$ cat src/rtl/pfd_pkg.sv
package pfd_pkg;

  // Source of what the pump pins show in a given cycle.
  typedef enum logic [1:0] {
    PUMP_OFF    = 2'd0,
    PUMP_DETECT = 2'd1,
    PUMP_TEST   = 2'd2
  } pump_mode_e;

  // Index of each detector side in the flag vectors.
  localparam int SIDE_REF = 0;
  localparam int SIDE_FB  = 1;
  localparam int N_SIDES  = 2;

endpackage

$ cat src/rtl/pfd_core.sv
module pfd_core
  import pfd_pkg::*;
#(
  parameter int RST_DLY = 2
) (
  input  logic               clk,
  input  logic               rst_n,
  input  logic [N_SIDES-1:0] set_i,
  input  logic               hold_i,
  output logic [N_SIDES-1:0] flag_o,
  output logic [N_SIDES-1:0] flag_nxt_o
);

  localparam int CW = (RST_DLY > 1) ? $clog2(RST_DLY) : 1;
  localparam logic [CW-1:0] DLY_LAST = CW'(RST_DLY - 1);

  logic [CW-1:0] dly_q;
  logic [CW-1:0] dly_d;
  logic          both_set;
  logic          clr;

  assign both_set = &flag_o;
  assign clr      = both_set && (dly_q == DLY_LAST);

  always_comb begin
    dly_d = dly_q;
    if (hold_i || !both_set || clr) begin
      dly_d = '0;
    end else begin
      dly_d = dly_q + 1'b1;
    end
  end

  always_ff @(posedge clk or negedge rst_n) begin
    if (!rst_n) begin
      dly_q <= '0;
    end else begin
      dly_q <= dly_d;
    end
  end

  // One set/clear flag per side; a new strobe wins over the joint clear.
  for (genvar g = 0; g < N_SIDES; g++) begin : g_side
    logic q;
    logic d;

    always_comb begin
      if (hold_i) begin
        d = 1'b0;
      end else begin
        d = set_i[g] | (q & ~clr);
      end
    end

    always_ff @(posedge clk or negedge rst_n) begin
      if (!rst_n) begin
        q <= 1'b0;
      end else begin
        q <= d;
      end
    end

    assign flag_o[g]     = q;
    assign flag_nxt_o[g] = d;
  end

endmodule

$ cat src/rtl/pfd_power_seq.sv
module pfd_power_seq (
  input  logic clk,
  input  logic rst_n,
  input  logic chip_en,
  input  logic cfg_pwdn,
  input  logic cfg_cnt_rst,
  input  logic busy_nxt_i,
  output logic pwr_down_o
);

  logic async_pd;
  logic sync_req;
  logic sync_pd_q;
  logic sync_pd_d;

  assign async_pd = ~chip_en | (cfg_pwdn & cfg_cnt_rst);
  assign sync_req = cfg_pwdn & ~cfg_cnt_rst;

  // Enter only on an edge after which no pump pulse would remain.
  always_comb begin
    sync_pd_d = sync_req & (sync_pd_q | ~busy_nxt_i);
  end

  always_ff @(posedge clk or negedge rst_n) begin
    if (!rst_n) begin
      sync_pd_q <= 1'b0;
    end else begin
      sync_pd_q <= sync_pd_d;
    end
  end

  assign pwr_down_o = async_pd | sync_pd_q;

endmodule

$ cat src/rtl/pfd_pump_mux.sv
module pfd_pump_mux
  import pfd_pkg::*;
(
  input  pump_mode_e         mode_i,
  input  logic               pol_pos_i,
  input  logic [N_SIDES-1:0] flag_i,
  input  logic               ref_i,
  input  logic               fb_i,
  output logic               up_o,
  output logic               dn_o,
  output logic               oe_o
);

  logic test_sel;

  assign test_sel = pol_pos_i ? fb_i : ref_i;

  always_comb begin
    up_o = 1'b0;
    dn_o = 1'b0;
    oe_o = 1'b0;
    case (mode_i)
      PUMP_DETECT: begin
        oe_o = 1'b1;
        up_o = pol_pos_i ? flag_i[SIDE_REF] : flag_i[SIDE_FB];
        dn_o = pol_pos_i ? flag_i[SIDE_FB]  : flag_i[SIDE_REF];
      end
      PUMP_TEST: begin
        oe_o = 1'b1;
        up_o = test_sel;
        dn_o = ~test_sel;
      end
      default: begin
        oe_o = 1'b0;
      end
    endcase
  end

endmodule

$ cat src/rtl/pfd_pump_ctrl.sv
module pfd_pump_ctrl
  import pfd_pkg::*;
#(
  parameter int RST_DLY = 2
) (
  input  logic clk,
  input  logic rst_n,
  input  logic ref_pulse,
  input  logic fb_pulse,
  input  logic cfg_pol_pos,
  input  logic cfg_tri,
  input  logic cfg_test,
  input  logic cfg_cnt_rst,
  input  logic cfg_pwdn,
  input  logic chip_en,
  output logic pump_up,
  output logic pump_dn,
  output logic pump_oe,
  output logic pwr_down,
  output logic div_hold
);

  logic [N_SIDES-1:0] flag;
  logic [N_SIDES-1:0] flag_nxt;
  logic [N_SIDES-1:0] strobe;
  logic               det_hold;
  logic               pd;
  pump_mode_e         mode;

  assign strobe[SIDE_REF] = ref_pulse;
  assign strobe[SIDE_FB]  = fb_pulse;

  // Comparator is idle whenever the pump cannot show its result.
  assign det_hold = pd | cfg_cnt_rst | cfg_tri;

  always_comb begin
    if (pd) begin
      mode = PUMP_OFF;
    end else if (cfg_tri && cfg_test) begin
      mode = PUMP_TEST;
    end else if (cfg_tri) begin
      mode = PUMP_OFF;
    end else begin
      mode = PUMP_DETECT;
    end
  end

  pfd_core #(.RST_DLY(RST_DLY)) core_i (
    .clk        (clk),
    .rst_n      (rst_n),
    .set_i      (strobe),
    .hold_i     (det_hold),
    .flag_o     (flag),
    .flag_nxt_o (flag_nxt)
  );

  pfd_power_seq pwr_i (
    .clk         (clk),
    .rst_n       (rst_n),
    .chip_en     (chip_en),
    .cfg_pwdn    (cfg_pwdn),
    .cfg_cnt_rst (cfg_cnt_rst),
    .busy_nxt_i  (|flag_nxt),
    .pwr_down_o  (pd)
  );

  pfd_pump_mux mux_i (
    .mode_i    (mode),
    .pol_pos_i (cfg_pol_pos),
    .flag_i    (flag),
    .ref_i     (ref_pulse),
    .fb_i      (fb_pulse),
    .up_o      (pump_up),
    .dn_o      (pump_dn),
    .oe_o      (pump_oe)
  );

  assign pwr_down = pd;
  assign div_hold = pd | cfg_cnt_rst;

endmodule

$ cat config.mk
export PLATFORM = sky130hd
export DESIGN_NAME = pfd_pump_ctrl
export DESIGN_NICKNAME = d
export VERILOG_FILES = /design/src/rtl/pfd_pkg.sv /design/src/rtl/pfd_core.sv /design/src/rtl/pfd_power_seq.sv /design/src/rtl/pfd_pump_mux.sv /design/src/rtl/pfd_pump_ctrl.sv
export SDC_FILE = /design/constraint.sdc
export NUM_CORES = 1
export LEC_CHECK = 0
export BUFFER_PORTS_ARGS = -buffer_cell sky130_fd_sc_hd__buf_2
export CORE_AREA = 5 5 42 44
export DETAILED_ROUTE_END_ITERATION = 8
export DIE_AREA = 0 0 47 49
export GPL_TIMING_DRIVEN = 1
export HOLD_SLACK_MARGIN = 0.02
export PLACE_DENSITY = 0.5
export RECOVER_POWER = 100
export SKIP_CTS_REPAIR_TIMING = 1
export SKIP_LAST_GASP = 1
export SLEW_MARGIN = 20
export SYNTH_ARGS = -nofsm -noshare
export SYNTH_HDL_FRONTEND = slang
export SYNTH_SLANG_ARGS = --single-unit
$ cat constraint.sdc
create_clock -name clk -period 1.6 [get_ports clk]
set_input_delay 0.24 -clock clk [delete_from_list [all_inputs] [get_ports clk]]
set_output_delay 0.24 -clock clk [all_outputs]
set_load 0.005 [all_outputs]
==> results summary <==
The flow ran to the end, but the final reports show violations. The final reports fail on setup timing. The detailed router used layers up to and including met3. The via count of the first global-routing pass came out at 318.

The kind of cell with the highest combined delay along the critical path is simple AND/OR/NAND/NOR gates. The half-perimeter wire length after placement came out at 606 um. The insertion delay to the later sink of the worst-skew pair came out at about 0.23 ns. The largest single stage delay on the critical path is 0.35 ns.

The number of antenna violations at the first check in global routing is 0. Following the worst setup path forward leads to its endpoint at pump_up. The pin slew with the least headroom to its limit came out at ~0.24 ns. The met3 wire length is 54 um. The signal on the critical path passes through nand2b_4, a21oi_4, and3_4, ha_4, inv_2, o22ai_2, and2_1, buf_2. Summed over its instances, the top area cell type makes up 31.4% of the synthesized netlist area. The worst vdd rail ir drop came out at approximately 0.28 mV. The share of layout cells above drive strength 1 came out at 54.1%. The routed length on met1 is 303 um. In this run the tool buffered the top-level ports with 14 buffer cells. The chip width is roughly 47 um.

The number of DRC markers after the initial detailed-route iteration came out at 1. The post-synthesis sequential area ratio came out at 31.4%. The power density over cell area is 589 nW/um^2. The last weighted congestion value of the routability-driven placer is between 0.6 and 0.7. The wire length on met2 is 405 um. The final max-slew violation count is 0. The min-delay analysis places its worst path in the category in2reg.

The total of max-cap violations came out at 0. The biggest fanout along the worst timing path came out at 4. dfrtp_1 takes more of the synthesized area than any other cell. The height of the die came out at around 50 um. The filler cell count in the final layout came out at 153.

The end of the worst register-to-register path is pwr_i.sync_pd_q. During I/O placement, the number of pins put on the boundary was 15. The via count came out at roughly 340. Using the TritonRoute via totals, the vias-per-cell ratio works out to approximately 4.4. TritonCTS built the clock tree. Yosys printed 0 warnings. The count of cell types in the netlist came out at 20. The post-layout minimum cycle time came out at around 1.8 ns. Setup violations remaining at the end of the flow were counted as 3. The worst register-to-register path begins at pwr_i.sync_pd_q. The H-tree depth reported by CTS is 1.

The pre-CTS worst setup slack came out at -0.132 ns. The setup skew after layout came out at 0.00231 ns. The number of nets with antenna violations after routing came out at 0.

The net count of the finished layout is 75. The routed length per instance came out at 9.91 um. The total negative slack for setup checks came out at -0.455 ns. The longest clock path from root to sink contains 2 buffers. The critical path starts at pwr_i.sync_pd_q.

In the global route stage, overall resource usage came out at 6.92%. The initial utilization of the core area, before any placement, comes to between 20% and 30%. Timing would allow up to 545 MHz. The layout-stage area growth over the synthesis result came out at 62.7%. The number of sinks driven by the clock tree is 4. Setup repair after global routing could not meet its margin everywhere. The die covers 2300 um^2. The worst setup path is captured at a primary output. The critical path is of the reg2out type. After layout, the worst setup slack is -0.234 ns. The worst setup path is launched from a flop. The cell at the slowest stage of the critical path is dfrtp_1. The count of inserted antenna diode cells came out at 0. The number of buffers created by CTS is 3. The net count after synthesis came out at 50.

The post-route fraction of the period consumed by the critical path came out at 115%. The wire length of the first global-routing pass came out at 1.16 mm. The count of unresolved DRC violations after routing came out at 0. The number of detailed-route iterations in the first pass came out at 3. The leakage power figure came out at 0.246 nW. The cell sitting at the root of the clock tree is a clkbuf_4. The floorplan row count came out at 14. The depth of the worst register-to-register path is 4. STA puts the critical path data required time at 1.36 ns. The core region is 1400 um^2.

The critical path depth in cells came out at 8. The register bit total from synthesis came out at 4. The final count of hold timing violations came out at 0. The maximum number of pins on one net before global-route repair is 8.

Synthesis handed over a netlist of 38 instances. The total power is 0.000306 W. The summed instance area of the synthesized netlist is ~320 um^2.

The per-instance average area after synthesis is approximately 8.4 um^2. By area the synthesized netlist is led by dfrtp_1, ha_1, mux2i_1. The sum of buffers and inverters on the critical path came out at 2. The data arrival time of the critical path is 1.59 ns. In this run the tightest slew margin relative to its limit is 83.7%. The total global routing overflow came out at 0.

The register-to-register setup slack is 0.25 ns. After clock tree synthesis, the clock-pin slew on the worst setup and hold paths is 0.04 ns. The final wirelength came out at roughly 760 um.
worst register-to-register path, stage by stage, from the launching register on:
cell      delay [ns]
dfrtp_1         0.35
nand2b_4        0.15
buf_4           0.13
or3_1           0.37
o211a_1         0.25
cells in the final DEF (no fill, tap or decap), types with 2 or more instances in the layout:
cell	netlist	final
a21oi_1	3	2
buf_2	0	12
buf_4	0	5
clkbuf_4	0	3
dfrtp_1	4	4
inv_2	0	4
mux2i_1	2	2
nand2_1	3	3
nand2b_1	2	2
nand3_1	2	2
nor2_1	4	3
power by group:
part | internal [W] | switching, W | leakage (nW)
logic | 0.0000452 | 0.0000357 | 0.178
registers | 0.000104 | 0.00000235 | 0.0545
clock network | 0.0000834 | 0.0000348 | 0.0138
synthesized netlist by cell type (all sizes together):
master  n
and3    1
a21oi   3
a211oi  1
inv     5
o22ai   1
dfrtp   4
nand3   2
o211a   1
nor3    1
nand2b  3
ha      2
nand2   3
a22oi   1
mux2    1
and2    1
or2     1
nor2    4
or3     1
mux2i   2
state kept, by name (all words and copies together), names as in the netlist:
signal and count:
core_i.dly_q 1, core_i.g_side.q 2, pwr_i.sync_pd_q 1
worst min-delay path by stage:
stage / from / endpoint / depth (start not counted)
floorplan: rst_n / core_i.dly_q / 0
global placement: rst_n / core_i.dly_q / 1
detailed placement: rst_n / core_i.dly_q / 1
CTS: rst_n / core_i.dly_q / 1
global route: ref_pulse / core_i.g_side[0].q / 3
finish: ref_pulse / core_i.g_side[0].q / 3
stage by stage:
stage / instance area, um^2 / hold WS (ns) / utilization [%] / cells
2_1_floorplan: 319 / -0.0556 / - / 38
3_3_place_gp: 439 / 0.0466 / 31.3 / 72
3_5_place_dp: 439 / 0.0464 / 31.3 / 72
4_1_cts: 462 / -0.201 / 32.9 / 75
5_1_grt: 519 / 0.295 / 37.1 / 77
6_report: 519 / 0.279 / 37.1 / 77
area by class of cell:
| type | instances | area [um^2] | share of cell area [%] |
|---|---|---|---|
| inverter | 5 | 18.8 | 3.61 |
| clock buffer | 3 | 22.5 | 4.34 |
| multi-input combinational | 29 | 235 | 45.3 |
| sequential | 4 | 100 | 19.3 |
| timing repair buffer | 20 | 123 | 23.6 |
| tap | 16 | 20.0 | 3.86 |
layer usage:
| metal | GRT usage, % | vias up |
|---|---|---|
| met5 | 0 | - |
| met1 | 7.98 | 152 |
| met4 | 5.53 | 0 |
| li1 | - | 176 |
| met2 | 10.2 | 8 |
| met3 | 1.85 | 0 |
cells by family after synthesis:
group           share of synthesized area (%)
compound gates                           14.5
fa+ha+maj                                7.84
buf+inv                                  5.88
flops                                    31.4
mux                                      9.80
simple gates                             30.6
Power figures use the tool's default switching activity.
